**src/rtl/rmid_pkg.sv**
```systemverilog
package rmid_pkg;
  parameter int RMID_AW = 24;
  localparam int IF_BIT = 9;
  localparam int TF_BIT = 8;
  localparam logic [7:0] VEC_DF = 8'd8;
  localparam logic [15:0] RST_LIMIT = 16'h03FF;

  typedef enum logic [3:0] {
    S_IDLE, S_CHECK, S_PUSH_F, S_PUSH_CS, S_PUSH_IP,
    S_RD_OFF, S_RD_SEG, S_POP_IP, S_POP_CS, S_POP_F, S_HALT
  } seq_state_t;

  // Byte offset of a vector slot inside the table.
  function automatic logic [15:0] tbl_off(input logic [7:0] v);
    return {6'b0, v, 2'b00};
  endfunction

  // Slot is out of range when its last byte lies past the limit.
  function automatic logic slot_oor(input logic [7:0] v, input logic [15:0] lim);
    logic [16:0] last;
    last = {1'b0, tbl_off(v)} + 17'd3;
    return last > {1'b0, lim};
  endfunction

  // Linear stack address from segment and pointer.
  function automatic logic [RMID_AW-1:0] stk_addr(input logic [15:0] ss, input logic [15:0] sp);
    logic [19:0] lin;
    lin = {ss, 4'h0} + {4'h0, sp};
    return RMID_AW'(lin);
  endfunction

  // Handler flags: interrupt enable and trap cleared.
  function automatic logic [15:0] entry_flags(input logic [15:0] f);
    logic [15:0] r;
    r = f;
    r[IF_BIT] = 1'b0;
    r[TF_BIT] = 1'b0;
    return r;
  endfunction
endpackage

```
**src/rtl/rmid_tbl_reg.sv**
```systemverilog
module rmid_tbl_reg #(
  parameter int AW = rmid_pkg::RMID_AW,
  parameter logic [AW-1:0] RST_BASE = '0,
  parameter logic [15:0] RST_LIM = rmid_pkg::RST_LIMIT
) (
  input  logic          clk,
  input  logic          rst_n,
  input  logic          load,
  input  logic [AW-1:0] base_in,
  input  logic [15:0]   limit_in,
  output logic [AW-1:0] base,
  output logic [15:0]   limit
);
  always_ff @(posedge clk) begin
    if (!rst_n) begin
      base  <= RST_BASE;
      limit <= RST_LIM;
    end else if (load) begin
      base  <= base_in;
      limit <= limit_in;
    end
  end
endmodule

```
**src/rtl/rmid_range_chk.sv**
```systemverilog
module rmid_range_chk #(
  parameter int AW = rmid_pkg::RMID_AW
) (
  input  logic [7:0]    vec,
  input  logic [AW-1:0] base,
  input  logic [15:0]   limit,
  input  logic          word_sel,
  output logic [AW-1:0] entry_addr,
  output logic          out_of_range
);
  import rmid_pkg::*;
  localparam logic [AW-1:0] SEG_STEP = AW'(2);

  always_comb begin
    entry_addr   = base + AW'(tbl_off(vec)) + (word_sel ? SEG_STEP : '0);
    out_of_range = slot_oor(vec, limit);
  end
endmodule

```
**src/rtl/rmid_seq_ctl.sv**
```systemverilog
module rmid_seq_ctl #(
  parameter int AW = rmid_pkg::RMID_AW
) (
  input  logic          clk,
  input  logic          rst_n,
  input  logic          req_valid,
  input  logic [7:0]    req_vec,
  input  logic          ret_valid,
  input  logic [15:0]   cs_in,
  input  logic [15:0]   ip_in,
  input  logic [15:0]   flags_in,
  input  logic [15:0]   ss_in,
  input  logic [15:0]   sp_in,
  input  logic [AW-1:0] entry_addr,
  input  logic          out_of_range,
  output logic [7:0]    chk_vec,
  output logic          word_sel,
  output logic          mem_req,
  output logic          mem_we,
  output logic [AW-1:0] mem_addr,
  output logic [15:0]   mem_wdata,
  input  logic [15:0]   mem_rdata,
  input  logic          mem_rdy,
  output logic          busy,
  output logic          done,
  output logic          shutdown,
  output logic [15:0]   cs_out,
  output logic [15:0]   ip_out,
  output logic [15:0]   flags_out,
  output logic [15:0]   sp_out,
  output logic [7:0]    vec_used,
  output logic          is_entry,
  output logic          ev_accept_entry,
  output logic          ev_accept_ret,
  output logic          ev_remap,
  output logic          ev_halt,
  output logic          ev_xfer
);
  import rmid_pkg::*;

  seq_state_t st;
  logic [7:0]  vec_q;
  logic [15:0] cs_q, ip_q, flags_q, ss_q, sp_q, word_q;
  logic [15:0] sp_dec, sp_inc;

  assign sp_dec   = sp_q - 16'd2;
  assign sp_inc   = sp_q + 16'd2;
  assign chk_vec  = vec_q;
  assign busy     = (st != S_IDLE) && (st != S_HALT);
  assign shutdown = (st == S_HALT);

  assign ev_accept_entry = (st == S_IDLE) && req_valid;
  assign ev_accept_ret   = (st == S_IDLE) && !req_valid && ret_valid;
  assign ev_remap        = (st == S_CHECK) && out_of_range && (vec_q != VEC_DF);
  assign ev_halt         = (st == S_CHECK) && out_of_range && (vec_q == VEC_DF);
  assign ev_xfer         = mem_req && mem_rdy;

  // Memory port: driven only from registered state, so it holds during stalls.
  always_comb begin
    mem_req   = 1'b0;
    mem_we    = 1'b0;
    mem_addr  = '0;
    mem_wdata = '0;
    word_sel  = 1'b0;
    case (st)
      S_PUSH_F:  begin mem_req = 1'b1; mem_we = 1'b1; mem_addr = stk_addr(ss_q, sp_dec); mem_wdata = flags_q; end
      S_PUSH_CS: begin mem_req = 1'b1; mem_we = 1'b1; mem_addr = stk_addr(ss_q, sp_dec); mem_wdata = cs_q; end
      S_PUSH_IP: begin mem_req = 1'b1; mem_we = 1'b1; mem_addr = stk_addr(ss_q, sp_dec); mem_wdata = ip_q; end
      S_RD_OFF:  begin mem_req = 1'b1; mem_addr = entry_addr; end
      S_RD_SEG:  begin mem_req = 1'b1; word_sel = 1'b1; mem_addr = entry_addr; end
      S_POP_IP, S_POP_CS, S_POP_F: begin mem_req = 1'b1; mem_addr = stk_addr(ss_q, sp_q); end
      default: ;
    endcase
  end

  always_ff @(posedge clk) begin
    if (!rst_n) begin
      st        <= S_IDLE;
      vec_q     <= '0;
      cs_q      <= '0;
      ip_q      <= '0;
      flags_q   <= '0;
      ss_q      <= '0;
      sp_q      <= '0;
      word_q    <= '0;
      is_entry  <= 1'b0;
      done      <= 1'b0;
      cs_out    <= '0;
      ip_out    <= '0;
      flags_out <= '0;
      sp_out    <= '0;
      vec_used  <= '0;
    end else begin
      done <= 1'b0;
      case (st)
        S_IDLE: begin
          if (ev_accept_entry) begin
            vec_q    <= req_vec;
            cs_q     <= cs_in;
            ip_q     <= ip_in;
            flags_q  <= flags_in;
            ss_q     <= ss_in;
            sp_q     <= sp_in;
            is_entry <= 1'b1;
            st       <= S_CHECK;
          end else if (ev_accept_ret) begin
            ss_q     <= ss_in;
            sp_q     <= sp_in;
            is_entry <= 1'b0;
            st       <= S_POP_IP;
          end
        end
        S_CHECK: begin
          if (ev_halt)        st    <= S_HALT;
          else if (ev_remap)  vec_q <= VEC_DF;
          else                st    <= S_PUSH_F;
        end
        S_PUSH_F:  if (ev_xfer) begin sp_q <= sp_dec; st <= S_PUSH_CS; end
        S_PUSH_CS: if (ev_xfer) begin sp_q <= sp_dec; st <= S_PUSH_IP; end
        S_PUSH_IP: if (ev_xfer) begin sp_q <= sp_dec; st <= S_RD_OFF;  end
        S_RD_OFF:  if (ev_xfer) begin word_q <= mem_rdata; st <= S_RD_SEG; end
        S_RD_SEG: begin
          if (ev_xfer) begin
            cs_out    <= mem_rdata;
            ip_out    <= word_q;
            flags_out <= entry_flags(flags_q);
            sp_out    <= sp_q;
            vec_used  <= vec_q;
            done      <= 1'b1;
            st        <= S_IDLE;
          end
        end
        S_POP_IP: if (ev_xfer) begin word_q <= mem_rdata; sp_q <= sp_inc; st <= S_POP_CS; end
        S_POP_CS: if (ev_xfer) begin cs_q <= mem_rdata;   sp_q <= sp_inc; st <= S_POP_F;  end
        S_POP_F: begin
          if (ev_xfer) begin
            flags_out <= mem_rdata;
            cs_out    <= cs_q;
            ip_out    <= word_q;
            sp_out    <= sp_inc;
            done      <= 1'b1;
            st        <= S_IDLE;
          end
        end
        S_HALT:  st <= S_HALT;
        default: st <= S_IDLE;
      endcase
    end
  end
endmodule

```
**src/rtl/rm_irq_seq.sv**
```systemverilog
module rm_irq_seq #(
  parameter int AW = rmid_pkg::RMID_AW
) (
  input  logic          clk,
  input  logic          rst_n,
  input  logic          req_valid,
  input  logic [7:0]    req_vec,
  input  logic          ret_valid,
  input  logic          tbl_load,
  input  logic [AW-1:0] tbl_base_in,
  input  logic [15:0]   tbl_limit_in,
  input  logic [15:0]   cs_in,
  input  logic [15:0]   ip_in,
  input  logic [15:0]   flags_in,
  input  logic [15:0]   ss_in,
  input  logic [15:0]   sp_in,
  output logic          mem_req,
  output logic          mem_we,
  output logic [AW-1:0] mem_addr,
  output logic [15:0]   mem_wdata,
  input  logic [15:0]   mem_rdata,
  input  logic          mem_rdy,
  output logic          busy,
  output logic          done,
  output logic          shutdown,
  output logic [15:0]   cs_out,
  output logic [15:0]   ip_out,
  output logic [15:0]   flags_out,
  output logic [15:0]   sp_out,
  output logic [7:0]    vec_used
);
  logic [AW-1:0] tbl_base;
  logic [15:0]   tbl_limit;
  logic [AW-1:0] entry_addr;
  logic          out_of_range;
  logic [7:0]    chk_vec;
  logic          word_sel;
  logic          is_entry;
  logic          ev_accept_entry, ev_accept_ret, ev_remap, ev_halt, ev_xfer;
  logic          done_entry;

  assign done_entry = done && is_entry;

  rmid_tbl_reg #(.AW(AW)) u_tbl (
    .clk(clk), .rst_n(rst_n), .load(tbl_load),
    .base_in(tbl_base_in), .limit_in(tbl_limit_in),
    .base(tbl_base), .limit(tbl_limit)
  );

  rmid_range_chk #(.AW(AW)) u_rng (
    .vec(chk_vec), .base(tbl_base), .limit(tbl_limit), .word_sel(word_sel),
    .entry_addr(entry_addr), .out_of_range(out_of_range)
  );

  rmid_seq_ctl #(.AW(AW)) u_ctl (
    .clk(clk), .rst_n(rst_n),
    .req_valid(req_valid), .req_vec(req_vec), .ret_valid(ret_valid),
    .cs_in(cs_in), .ip_in(ip_in), .flags_in(flags_in), .ss_in(ss_in), .sp_in(sp_in),
    .entry_addr(entry_addr), .out_of_range(out_of_range),
    .chk_vec(chk_vec), .word_sel(word_sel),
    .mem_req(mem_req), .mem_we(mem_we), .mem_addr(mem_addr), .mem_wdata(mem_wdata),
    .mem_rdata(mem_rdata), .mem_rdy(mem_rdy),
    .busy(busy), .done(done), .shutdown(shutdown),
    .cs_out(cs_out), .ip_out(ip_out), .flags_out(flags_out), .sp_out(sp_out),
    .vec_used(vec_used), .is_entry(is_entry),
    .ev_accept_entry(ev_accept_entry), .ev_accept_ret(ev_accept_ret),
    .ev_remap(ev_remap), .ev_halt(ev_halt), .ev_xfer(ev_xfer)
  );
endmodule

```
**config.mk**
```make
export PLATFORM = sky130hd
export DESIGN_NAME = rm_irq_seq
export DESIGN_NICKNAME = d
export VERILOG_FILES = /design/src/rtl/rmid_pkg.sv /design/src/rtl/rmid_tbl_reg.sv /design/src/rtl/rmid_range_chk.sv /design/src/rtl/rmid_seq_ctl.sv /design/src/rtl/rm_irq_seq.sv
export SDC_FILE = /design/constraint.sdc
export NUM_CORES = 1
export LEC_CHECK = 0
export ABC_CLOCK_PERIOD_IN_PS = 3820
export BUFFER_PORTS_ARGS = -buffer_cell sky130_fd_sc_hd__buf_4
export CORE_UTILIZATION = 56
export CTS_BUF_LIST = sky130_fd_sc_hd__clkbuf_2 sky130_fd_sc_hd__clkbuf_4 sky130_fd_sc_hd__clkbuf_8
export CTS_CLUSTER_SIZE = 24
export DETAILED_ROUTE_END_ITERATION = 16
export PLACE_DENSITY = 0.9
export SLEW_MARGIN = 20
export SYNTH_ARGS = -nofsm -noshare
export SYNTH_HDL_FRONTEND = slang
export SYNTH_SLANG_ARGS = --single-unit
```
**constraint.sdc**
```tcl
create_clock -name clk -period 3.82 [get_ports clk]
set_input_delay 0.382 -clock clk [delete_from_list [all_inputs] [get_ports clk]]
set_output_delay 0.382 -clock clk [all_outputs]
set_load 0.02 [all_outputs]
```
== After elaboration in Yosys (flattened, before gate mapping) ==
Cells that the tools add are included.
Word-level totals
  register bits: 221
  word-level logic and storage cells: 126
  output and inout port bits: 117
  bits of input ports: 150
Operators by class
  magnitude comparators: 1
  muxes and demuxes: 39
  add/sub/neg operators: 7
  reduce and logical (&&, ||, !) cells: 34
  equal/unequal tests: 29
Operators with widths (number)
  16-bit two-way mux: 11
  16-bit case mux with 2 select lines: 4
  16-bit case mux with 3 select lines: 2
  24-bit case mux with 3 select lines: 1
  4-bit two-way mux: 11
  20-bit by 16-bit adder with 20-bit output: 2
  4-bit case mux with 10 select lines: 1
  24-bit by 10-bit adder with 24-bit output: 1
  24-bit adder: 1
  8-bit two-way mux: 3
  2-bit != test (second input constant): 11
  17-bit by 16-bit > comparator with 1-bit output: 1
  16-bit by 2-bit adder with 16-bit output (second input constant): 1
  4-bit by 3-bit == test with 1-bit output (second input constant): 4
  8-bit case mux with 2 select lines: 1
  16-bit by 2-bit subtractor with 16-bit output (second input constant): 1
  4-bit == test (second input constant): 3
  2-bit AND reduction: 6
  10-bit by 2-bit adder with 11-bit output (second input constant): 1
  9-bit AND reduction: 1
  4-bit by 2-bit == test with 1-bit output (second input constant): 2
  8-bit by 4-bit == test with 1-bit output (second input constant): 1
  1-bit logical AND: 8
  8-bit by 4-bit != test with 1-bit output (second input constant): 1
  other kinds (16): 31

== Depth between registers and ports, before layout ==
Gate-level depths: netlist of run 1.
  depth after elaboration: 7
  gate-level depth with buffers: 15
  gate-level depth less buffers: 14

== By module ==
A second synthesis of run 1 with hierarchy kept.
Second synthesis, totals
  cell total of the unflattened synthesis: 1437
  area total of the unflattened synthesis: 11752.5 µm²
Modules (own cells, without submodules)
  rmid_seq_ctl: area an instance 9337.7 µm², cells an instance 1189, times used 1, sequential area each 3643.5 µm²
  rmid_tbl_reg: area an instance 1524.0 µm², cells an instance 129, times used 1, sequential area each 800.8 µm²
  rmid_range_chk: area an instance 890.9 µm², cells an instance 119, times used 1, sequential area each 0.0 µm²

== Worst setup path after synthesis of run 1 ==
No wires, ideal clock.
  path kind: reg-to-output
  from: register u_ctl.st[2]
  to: output port mem_addr[18]
  buffers on the path: 3
  arrival time: 3417 ps
  required time: 3438 ps
  stages on the path, launching flop included: 16
  setup slack: 21 ps
  path through: dfxtp_1 buf_2 or3b_1 buf_2 clkbuf_1 o21ai_1 nor4_1 xor2_1 ha_1 fa_1 a211oi_1 o21ai_0 a31oi_1 nor2_1 xnor2_1 o22ai_1
Between the ends
  longest elaborated chain between the ends: 5
  elaborated cells between the ends (all ways): 15
  classes of those cells: add/sub (1); eq/ne (8); mux (3); reduce/logical (3)
Ends and longest elaborated chain
  start, declared: line rmid_seq_ctl.sv:41  | seq_state_t st;
  start signal, assigned: line rmid_seq_ctl.sv:78  | st <= S_IDLE;
  start signal, assigned: line rmid_seq_ctl.sv:105  | st <= S_CHECK;
  start signal, assigned: line rmid_seq_ctl.sv:110  | st <= S_POP_IP;
  4-bit by 3-bit == test with 1-bit output: line rmid_seq_ctl.sv:65  | case (st)
  1-bit two-way mux: line rmid_seq_ctl.sv:65
  2-bit two-way mux: line rmid_range_chk.sv:15  | entry_addr = base + AW'(tbl_off(vec)) + (word_sel ? SEG_STEP : '0);
  24-bit adder: line rmid_range_chk.sv:15
  24-bit case mux with 3 select lines *: line rmid_seq_ctl.sv:65
  end, declared: line rm_irq_seq.sv:19  | output logic [AW-1:0] mem_addr,
Every way passes the cells marked *; elsewhere a longest branch is shown, timed or not.

== Final worst setup path of run 1 ==
  from: register u_ctl.sp_q[2]
  to: output port mem_addr[19]
Between the ends
  longest elaborated chain between the ends: 3
  elaborated cells between the ends (all ways): 4
  classes of those cells: add/sub (3); mux (1)
Ends and longest elaborated chain
  start, declared: line rmid_seq_ctl.sv:43  | logic [15:0] cs_q, ip_q, flags_q, ss_q, sp_q, word_q;
  start signal, assigned: line rmid_seq_ctl.sv:103  | sp_q <= sp_in;
  start signal, assigned: line rmid_seq_ctl.sv:108  | sp_q <= sp_in;
  16-bit by 2-bit subtractor with 16-bit output: line rmid_seq_ctl.sv:46  | assign sp_dec = sp_q - 16'd2;
  20-bit by 16-bit adder with 20-bit output: line rmid_pkg.sv:28  | lin = {ss, 4'h0} + {4'h0, sp};
  24-bit case mux with 3 select lines *: line rmid_seq_ctl.sv:65
Marked as above.

==> impl_metrics.csv, run 1 <==
group,metric,value,unit
run,maxCapViolCount,0,
yosys,synth_compound_area_share,22.3,%
worst_setup_path,crit_required,3440,ps
yosys,synthAdderAreaFrac,4.00,%
detailed_routing,wl_per_cell,19.7,µm
finish,nFillCells,1381,
timing,setup_ws,-553,ps
worst_hold_path,worstHoldStart,"tbl_limit_in[1]",
yosys,synth-async-reset-ratio,0,%
yosys,synth_top_family_by_area,"compound AO/OA/AOI/OAI gates",
worst_setup_path,crit_top_cell,"nand2_1",
clock_tree,cts.sinks,221,
placement,portBuffers,266,
placement,place.gp.congestion,0.990,
timing,hold_viol_final,0,
clock_tree,clk_path_buf_depth,3,
die,die_w,144,µm
global_route,grt_overflow,0,
timing,slew_headroom,24.7,%
yosys,yosysMostFrequentCell,"nand2_1",
yosys,yosysTopAreaCellShare,39.1,%
finish,diodes,0,
worst_setup_path,path_cells,"or4_4 > or3_4 > buf_6 > nor4_4 > nand2_1 > xnor2_2 > ha_1 > nand2_1 > o21ai_1 > nand2_1 > o211ai_1 > nand4_1 > o221ai_2 > buf_4",
worst_hold_path,whs_path_depth,3,
worst_setup_path,reg2reg_to,"u_ctl.sp_q[11]",
yosys,ys.flop_type,"dfxtp_1",
die,io_pins,267,
worst_setup_path,crit_arrival,3990,ps
global_route,grtUsageTotal,35.0,%
timing,finalCritPeriodShare,114,%
finish,area_delta_synth_final,30.1,%
timing,fmax,229,MHz
yosys,synth.mux.area_fraction,5.75,%
finish,drive_above_1_share,26.3,%
yosys,synth_xor_area_share,4.64,%
placement,dpl.hpwl,25.5,mm
worst_setup_path,r2r_slack,1130,ps
yosys,synth_edf_count,0,
clock_tree,htree_levels,2,
worst_setup_path,worst_r2r_startpoint,"u_ctl.st[0]",
clock_tree,cts_tree,"yes",
timing,final-setup-viol-count,11,
finish,nNetsFinal,1849,
power_and_ir_drop,p_per_area,787,mW/mm²
yosys,synthTopCellsByArea,"dfxtp_1, nand2_1, mux2i_1",
placement,postPlaceCellArea,0.0136,mm²
yosys,synth_top_cell_by_area,"dfxtp_1",
timing,rsz0062_at_grt,"true",
detailed_routing,final_antenna_net_count,0,
yosys,synthSimpleGateAreaFrac,19.2,%
run_status,status,"complete, but fails checks",
yosys,synth_common_cells,"nand2_1, dfxtp_1, nor2_1",
clock_tree,clk_pin_slew,70,ps
timing,slew_violations,0,
die,fp.dieH,144,µm
yosys,postSynthCellCount,1409,
power_and_ir_drop,finalPower,11.6,mW
yosys,synth_area,0.0113,mm²
yosys,ys_seq_area_share,39.1,%
power_and_ir_drop,p_leak,6.06,nW
global_route,antenna_found_initial,0,
timing,min_period,4370,ps
global_route,grt_pass1_wl,57.3,mm
finish,postLayoutCoreUtil,75.0,%
detailed_routing,avgViaCountPerCell,6.27,
worst_setup_path,critPathSlowestCell,"or4_4",
timing,worst_pin_slew,1130,ps
worst_hold_path,holdPathEnd,"u_tbl.limit[1]",
clock_tree,clock_latency,530,ps
detailed_routing,vias,12200,
worst_hold_path,hold_class,"in2reg",
die,num_rows,51,
clock_tree,cts.root.buffer_cell,"clkbuf_8",
finish,fin_area,0.0147,mm²
worst_setup_path,cp-start-kind,"register",
yosys,ys_types,69,
yosys,syn_avg_cell_area,8.04,µm²
run_status,violations,"setup timing",
detailed_routing,totalWireLength,38.4,mm
timing,fin_skew,10.7,ps
die,initial_utilization,57.6,%
detailed_routing,drtIter0Drc,1462,
global_route,grt_max_degree,109,
worst_setup_path,crit_start,"u_ctl.sp_q[2]",
die,die-area,0.0208,mm²
yosys,ys_ff_latch,221,
detailed_routing,dr.pass1.iters,6,
global_route,first_global_vias,11100,
worst_setup_path,worst_setup_path_end_kind,"primary output",
finish,multi_input_area,0.00658,mm²
worst_setup_path,worstSetupPathType,"reg2out",
die,core-area,0.0197,mm²
detailed_routing,drc,0,
worst_setup_path,r2r_cells,9,
worst_setup_path,slowest_delay,520,ps
clock_tree,cts_buffers,38,
yosys,ys_warn_count,0,
power_and_ir_drop,peakVddDrop,0.473,mV
worst_setup_path,cp_max_fo,4,
finish,regArea,0.00443,mm²
yosys,syn_nets,1594,
-- metrics by stage --
stage,hold WS (ps),std cells,setup WS (ps),TNS [ps]
2_1_floorplan,432,1409,21.0,0
3_3_place_gp,440,1873,79.4,0
3_5_place_dp,444,1873,-174,-340
4_1_cts,63.6,1949,-467,-3360
5_1_grt,70.6,1954,-725,-5570
6_report,73.9,1954,-553,-4000
-- state kept, by name, indices dropped and copies added (netlist names) --
name             cells
u_ctl.done           1
u_ctl.cs_out        16
u_ctl.flags_q       16
u_ctl.flags_out     16
u_ctl.sp_q          16
u_ctl.ip_q          16
u_ctl.vec_used       8
u_ctl.st             4
u_ctl.word_q        16
u_ctl.cs_q          16
u_ctl.ip_out        16
u_ctl.sp_out        16
u_ctl.ss_q          16
u_tbl.base          24
u_ctl.chk_vec        8
u_tbl.limit         16
-- final cells by class --
class | instances | share of cell area (%)
inverter | 36 | 0.951
sequential | 221 | 30.1
clock buffer | 56 | 4.72
tap | 265 | 2.25
clock inverter | 9 | 0.535
multi-input combinational | 1042 | 44.7
timing repair buffer | 325 | 16.8
-- layer usage --
| metal | share of wire (%) | wire length, µm | global-route usage, % | vias up |
|---|---|---|---|---|
| met2 | 44 | 17000 | 53.9 | 828 |
| met5 | 0 | 0 | 0 | - |
| met4 | 6.4 | 2460 | 19.1 | 0 |
| met3 | 10 | 3980 | 7.12 | 207 |
| li1 | - | - | - | 5540 |
| met1 | 39 | 15000 | 45.8 | 5667 |
-- worst max-delay path, delay by kind of cell (launching register included) --
kind,cells,cell delay (ps)
AO/OA/AOI/OAI,3,740
XOR/XNOR,1,190
adder cells (fa/ha/maj),1,300
buffers and inverters,2,340
flip-flops,1,340
AND/OR/NAND/NOR,7,1540
-- power by group --
part	internal (mW)	switching, mW	total (mW)
combinational	2.56	3.71	6.26
clock	1.24	0.987	2.22
sequential	2.69	0.424	3.11
total	6.48	5.12	11.6
-- placed cells by master (no fill, tap or decap), types with 4 or more instances in the layout --
master    Yosys  layout
a211oi_1     44      41
a21o_1        9       9
a21oi_1     119     116
a221o_1       4       4
a221oi_1      5       4
a222oi_1     16      16
a311oi_1     22      21
a32o_1       15      15
a32oi_1       4       4
and3_1       10      10
buf_4         0     318
buf_6         0       6
clkbuf_4      0      12
clkbuf_8      0      44
clkinv_2      0       5
dfxtp_1     221     218
ha_1         33      29
inv_1        35      34
mux2i_1      65      65
nand2_1     254     253
nand2b_1      5       5
nand3_1      29      29
nand4_1       9       9
nor2_1      142     137
nor3_1       17      15
nor4_1        8       5
o211ai_1     17      17
o21ai_0      56      48
o21ai_1       3       6
o21ai_2       0       5
o21bai_1      6       5
o221ai_1      6       5
o22ai_1      15      15
or3_1         6       4
xnor2_1      29      27
xor2_1       31      30
-- worst max path at each step --
| stage | endpoint | slack [ps] |
|---|---|---|
| after floorplan | mem_addr[18] | 20 |
| after global placement | mem_addr[18] | 80 |
| after detailed placement | mem_addr[16] | -170 |
| after CTS | mem_addr[16] | -470 |
| after global routing | mem_addr[19] | -730 |
| final | mem_addr[19] | -550 |
-- kinds of logic (layout without fill, tap and decap cells) --
family	count (synthesis)	in the layout
fa+ha+maj	35	35
compound gates	375	375
xor+xnor	60	60
simple gates	507	507
mux	65	65
flops	221	221
buf+inv	146	426
-- repair_timing --
item,in CTS,in global routing
endpoints found under the setup margin,12,14
pin swaps,28,23
gates resized for setup,34,28
gates cloned,0,0
endpoints found under the hold margin,0,0
hold buffers,0,0
buffers inserted,11,6
Note: power is estimated with default switching activity, not from simulation.
==> inputs of run 2 (changes only) <==
--- a/config.mk
+++ b/config.mk
@@ -5,14 +5,16 @@
 export SDC_FILE = /design/constraint.sdc
 export NUM_CORES = 1
 export LEC_CHECK = 0
-export ABC_CLOCK_PERIOD_IN_PS = 3820
+export ABC_CLOCK_PERIOD_IN_PS = 4100
 export BUFFER_PORTS_ARGS = -buffer_cell sky130_fd_sc_hd__buf_4
 export CORE_UTILIZATION = 56
 export CTS_BUF_LIST = sky130_fd_sc_hd__clkbuf_2 sky130_fd_sc_hd__clkbuf_4 sky130_fd_sc_hd__clkbuf_8
 export CTS_CLUSTER_SIZE = 24
 export DETAILED_ROUTE_END_ITERATION = 16
-export PLACE_DENSITY = 0.9
+export PLACE_DENSITY = 0.89
+export SETUP_SLACK_MARGIN = 0.15
 export SLEW_MARGIN = 20
 export SYNTH_ARGS = -nofsm -noshare
 export SYNTH_HDL_FRONTEND = slang
+export SYNTH_HIERARCHICAL = 1
 export SYNTH_SLANG_ARGS = --single-unit
==> constraint.sdc (replaced) <==
create_clock -name clk -period 4.1 [get_ports clk]
set_input_delay 0.41 -clock clk [delete_from_list [all_inputs] [get_ports clk]]
set_output_delay 0.41 -clock clk [all_outputs]
set_load 0.02 [all_outputs]
==> run 2 against run 1 <==
The run now ends clean. Sequential power shrank 7.7%. Clock skew rose by 9.0 ps. Critical path depth is 1 higher. Largest power group unchanged. Highest routed layer unchanged. Critical endpoint is now mem_addr[17]. Largest cell class unchanged.
==> impl_metrics.csv, run 2 <==
group,metric,value,unit
detailed_routing,totalWireLength,37.2,mm
worst_setup_path,critPathSlowestCell,"or3b_4",
global_route,grt_overflow,0,
detailed_routing,drc,0,
worst_setup_path,crit_arrival,3600,ps
finish,regMostFlops,"u_tbl/base",
timing,finalCritPeriodShare,97.9,%
worst_setup_path,cp_max_fo,4,
worst_setup_path,crit_required,3690,ps
worst_hold_path,hold_class,"in2reg",
timing,final-setup-viol-count,0,
worst_setup_path,cp-start-kind,"register",
clock_tree,clock_latency,550,ps
finish,mostFrequentLayoutCells,"buf_4, nand2_1, dfxtp_1",
placement,portBuffers,266,
worst_setup_path,critical-path-top-delay-family,"simple AND/OR/NAND/NOR gates",
yosys,syn_nets,1615,
power_and_ir_drop,p_per_area,635,mW/mm²
global_route,grt_max_degree,71,
global_route,antenna_found_initial,0,
finish,diodes,0,
global_route,first_global_vias,11200,
timing,rsz0062_at_grt,"true",
placement,pre_cts_ws,267,ps
placement,place.gp.congestion,0.944,
timing,fin_skew,19.6,ps
worst_setup_path,worst_setup_path_end_kind,"primary output",
worst_setup_path,worstSetupPathType,"reg2out",
clock_tree,clk_pin_slew,60,ps
global_route,grt_pass1_wl,58.0,mm
timing,worst_pin_slew,1170,ps
timing,min_period,4010,ps
die,fp.dieH,147,µm
finish,nNetsFinal,1865,
clock_tree,cts.root.buffer_cell,"clkbuf_8",
clock_tree,cts.sinks,221,
power_and_ir_drop,p_leak,6.31,nW
clock_tree,htree_levels,2,
power_and_ir_drop,peakVddDrop,0.322,mV
clock_tree,cts_tree,"yes",
die,die_w,147,µm
yosys,ys_warn_count,6,
detailed_routing,vias,12000,
die,num_rows,52,
worst_setup_path,critPathBufInv,2,
worst_setup_path,path_cells,"inv_2 > ha_4 > or3b_4 > nor2_4 > nand2_2 > nor3_2 > xor2_1 > ha_1 > a21oi_2 > nand3_1 > o211a_1 > a41o_1 > xnor2_1 > o21ai_1 > buf_4",
timing,setup_ws,87.3,ps
timing,hold_ws,83.1,ps
finish,layout_commonest_cell,"buf_4",
timing,slew_headroom,21.5,%
finish,largest_register_ffs,24,
detailed_routing,final_antenna_net_count,0,
worst_setup_path,slowest_delay,410,ps
detailed_routing,wl_per_cell,18.8,µm
timing,fmax,249,MHz
finish,fin_area,0.0150,mm²
clock_tree,cts_buffers,38,
finish,nFillCells,1498,
finish,drive_above_1_share,26.9,%
run_status,status,"finished clean",
clock_tree,clk_path_buf_depth,3,
die,core-area,0.0204,mm²
run,maxCapViolCount,0,
finish,area_delta_synth_final,27.9,%
timing,hold_viol_final,0,
yosys,syn_avg_cell_area,8.18,µm²
detailed_routing,dr.pass1.iters,7,
worst_setup_path,crit_cells,15,
die,io_pins,267,
die,initial_utilization,57.5,%
placement,dpl.hpwl,25.8,mm
yosys,postSynthCellCount,1431,
global_route,grtUsageTotal,33.4,%
detailed_routing,avgViaCountPerCell,6.08,
die,die-area,0.0215,mm²
finish,postLayoutCoreUtil,73.5,%
detailed_routing,drtIter0Drc,1122,
timing,slew_violations,0,
placement,postPlaceCellArea,0.0138,mm²
worst_setup_path,r2r_cells,7,
worst_hold_path,whs_path_depth,3,
yosys,synth_area,0.0117,mm²
==> run 2: what timing repair did <==
item | 4_1_cts | 5_1_grt
setup buffers | 12 | 3
hold buffers | 0 | 0
hold endpoints to repair | 0 | 0
resized for setup | 34 | 30
setup endpoints to repair | 11 | 12
pin swaps | 15 | 12
cloned | 0 | 0
==> run 2: through the flow <==
| stage | std cells | setup TNS [ps] | total power [mW] |
|---|---|---|---|
| 6_report | 1979 | 0 | 9.50 |
| 4_1_cts | 1976 | 0 | 9.27 |
| 2_1_floorplan | 1431 | 0 | 5.61 |
| 3_5_place_dp | 1896 | 0 | 6.93 |
| 3_3_place_gp | 1896 | 0 | 6.84 |
| 5_1_grt | 1979 | -91.3 | 9.97 |
==> run 2: worst register-to-register path, delay by kind of cell, from the launching register on <==
family	cells	cell delay, ps
simple gates	4	1680
buf+inv	2	490
compound gates	1	280
flops	1	340
==> run 2: layout make-up <==
cell class	count	area, µm²	share of cell area (%)
repair buffers	315	2380	15.9
multi-input cells	1063	6860	45.8
flip-flops and latches	221	4440	29.6
clock inverters	9	67.6	0.451
inverters	42	160	1.07
well taps	270	338	2.26
clock buffers	59	724	4.84
==> run 2: final timing paths <==
path	from	to	slack, ps
setup / recovery	u_ctl/sp_q[1]	mem_addr[17]	90
hold / removal	tbl_limit_in[9]	u_tbl/limit[9]	80
setup reg to reg	u_ctl/st[0]	u_ctl/cs_q[10]	1240
hold reg to reg	u_ctl/word_q[5]	u_ctl/ip_out[5]	450
==> run 2: per-layer routing <==
| layer | part of all wire (%) | vias to the layer above | track usage, % |
|---|---|---|---|
| li1 | - | 5541 | - |
| met1 | 40 | 5605 | 43.8 |
| met2 | 46 | 754 | 53.6 |
| met3 | 9.5 | 130 | 6.13 |
| met4 | 4.4 | 0 | 14.5 |
| met5 | 0 | - | 0 |
==> run 2: power breakdown <==
group / internal (mW) / switching, mW
logic: 1.84 / 2.73
clock network: 1.14 / 0.925
registers: 2.49 / 0.383
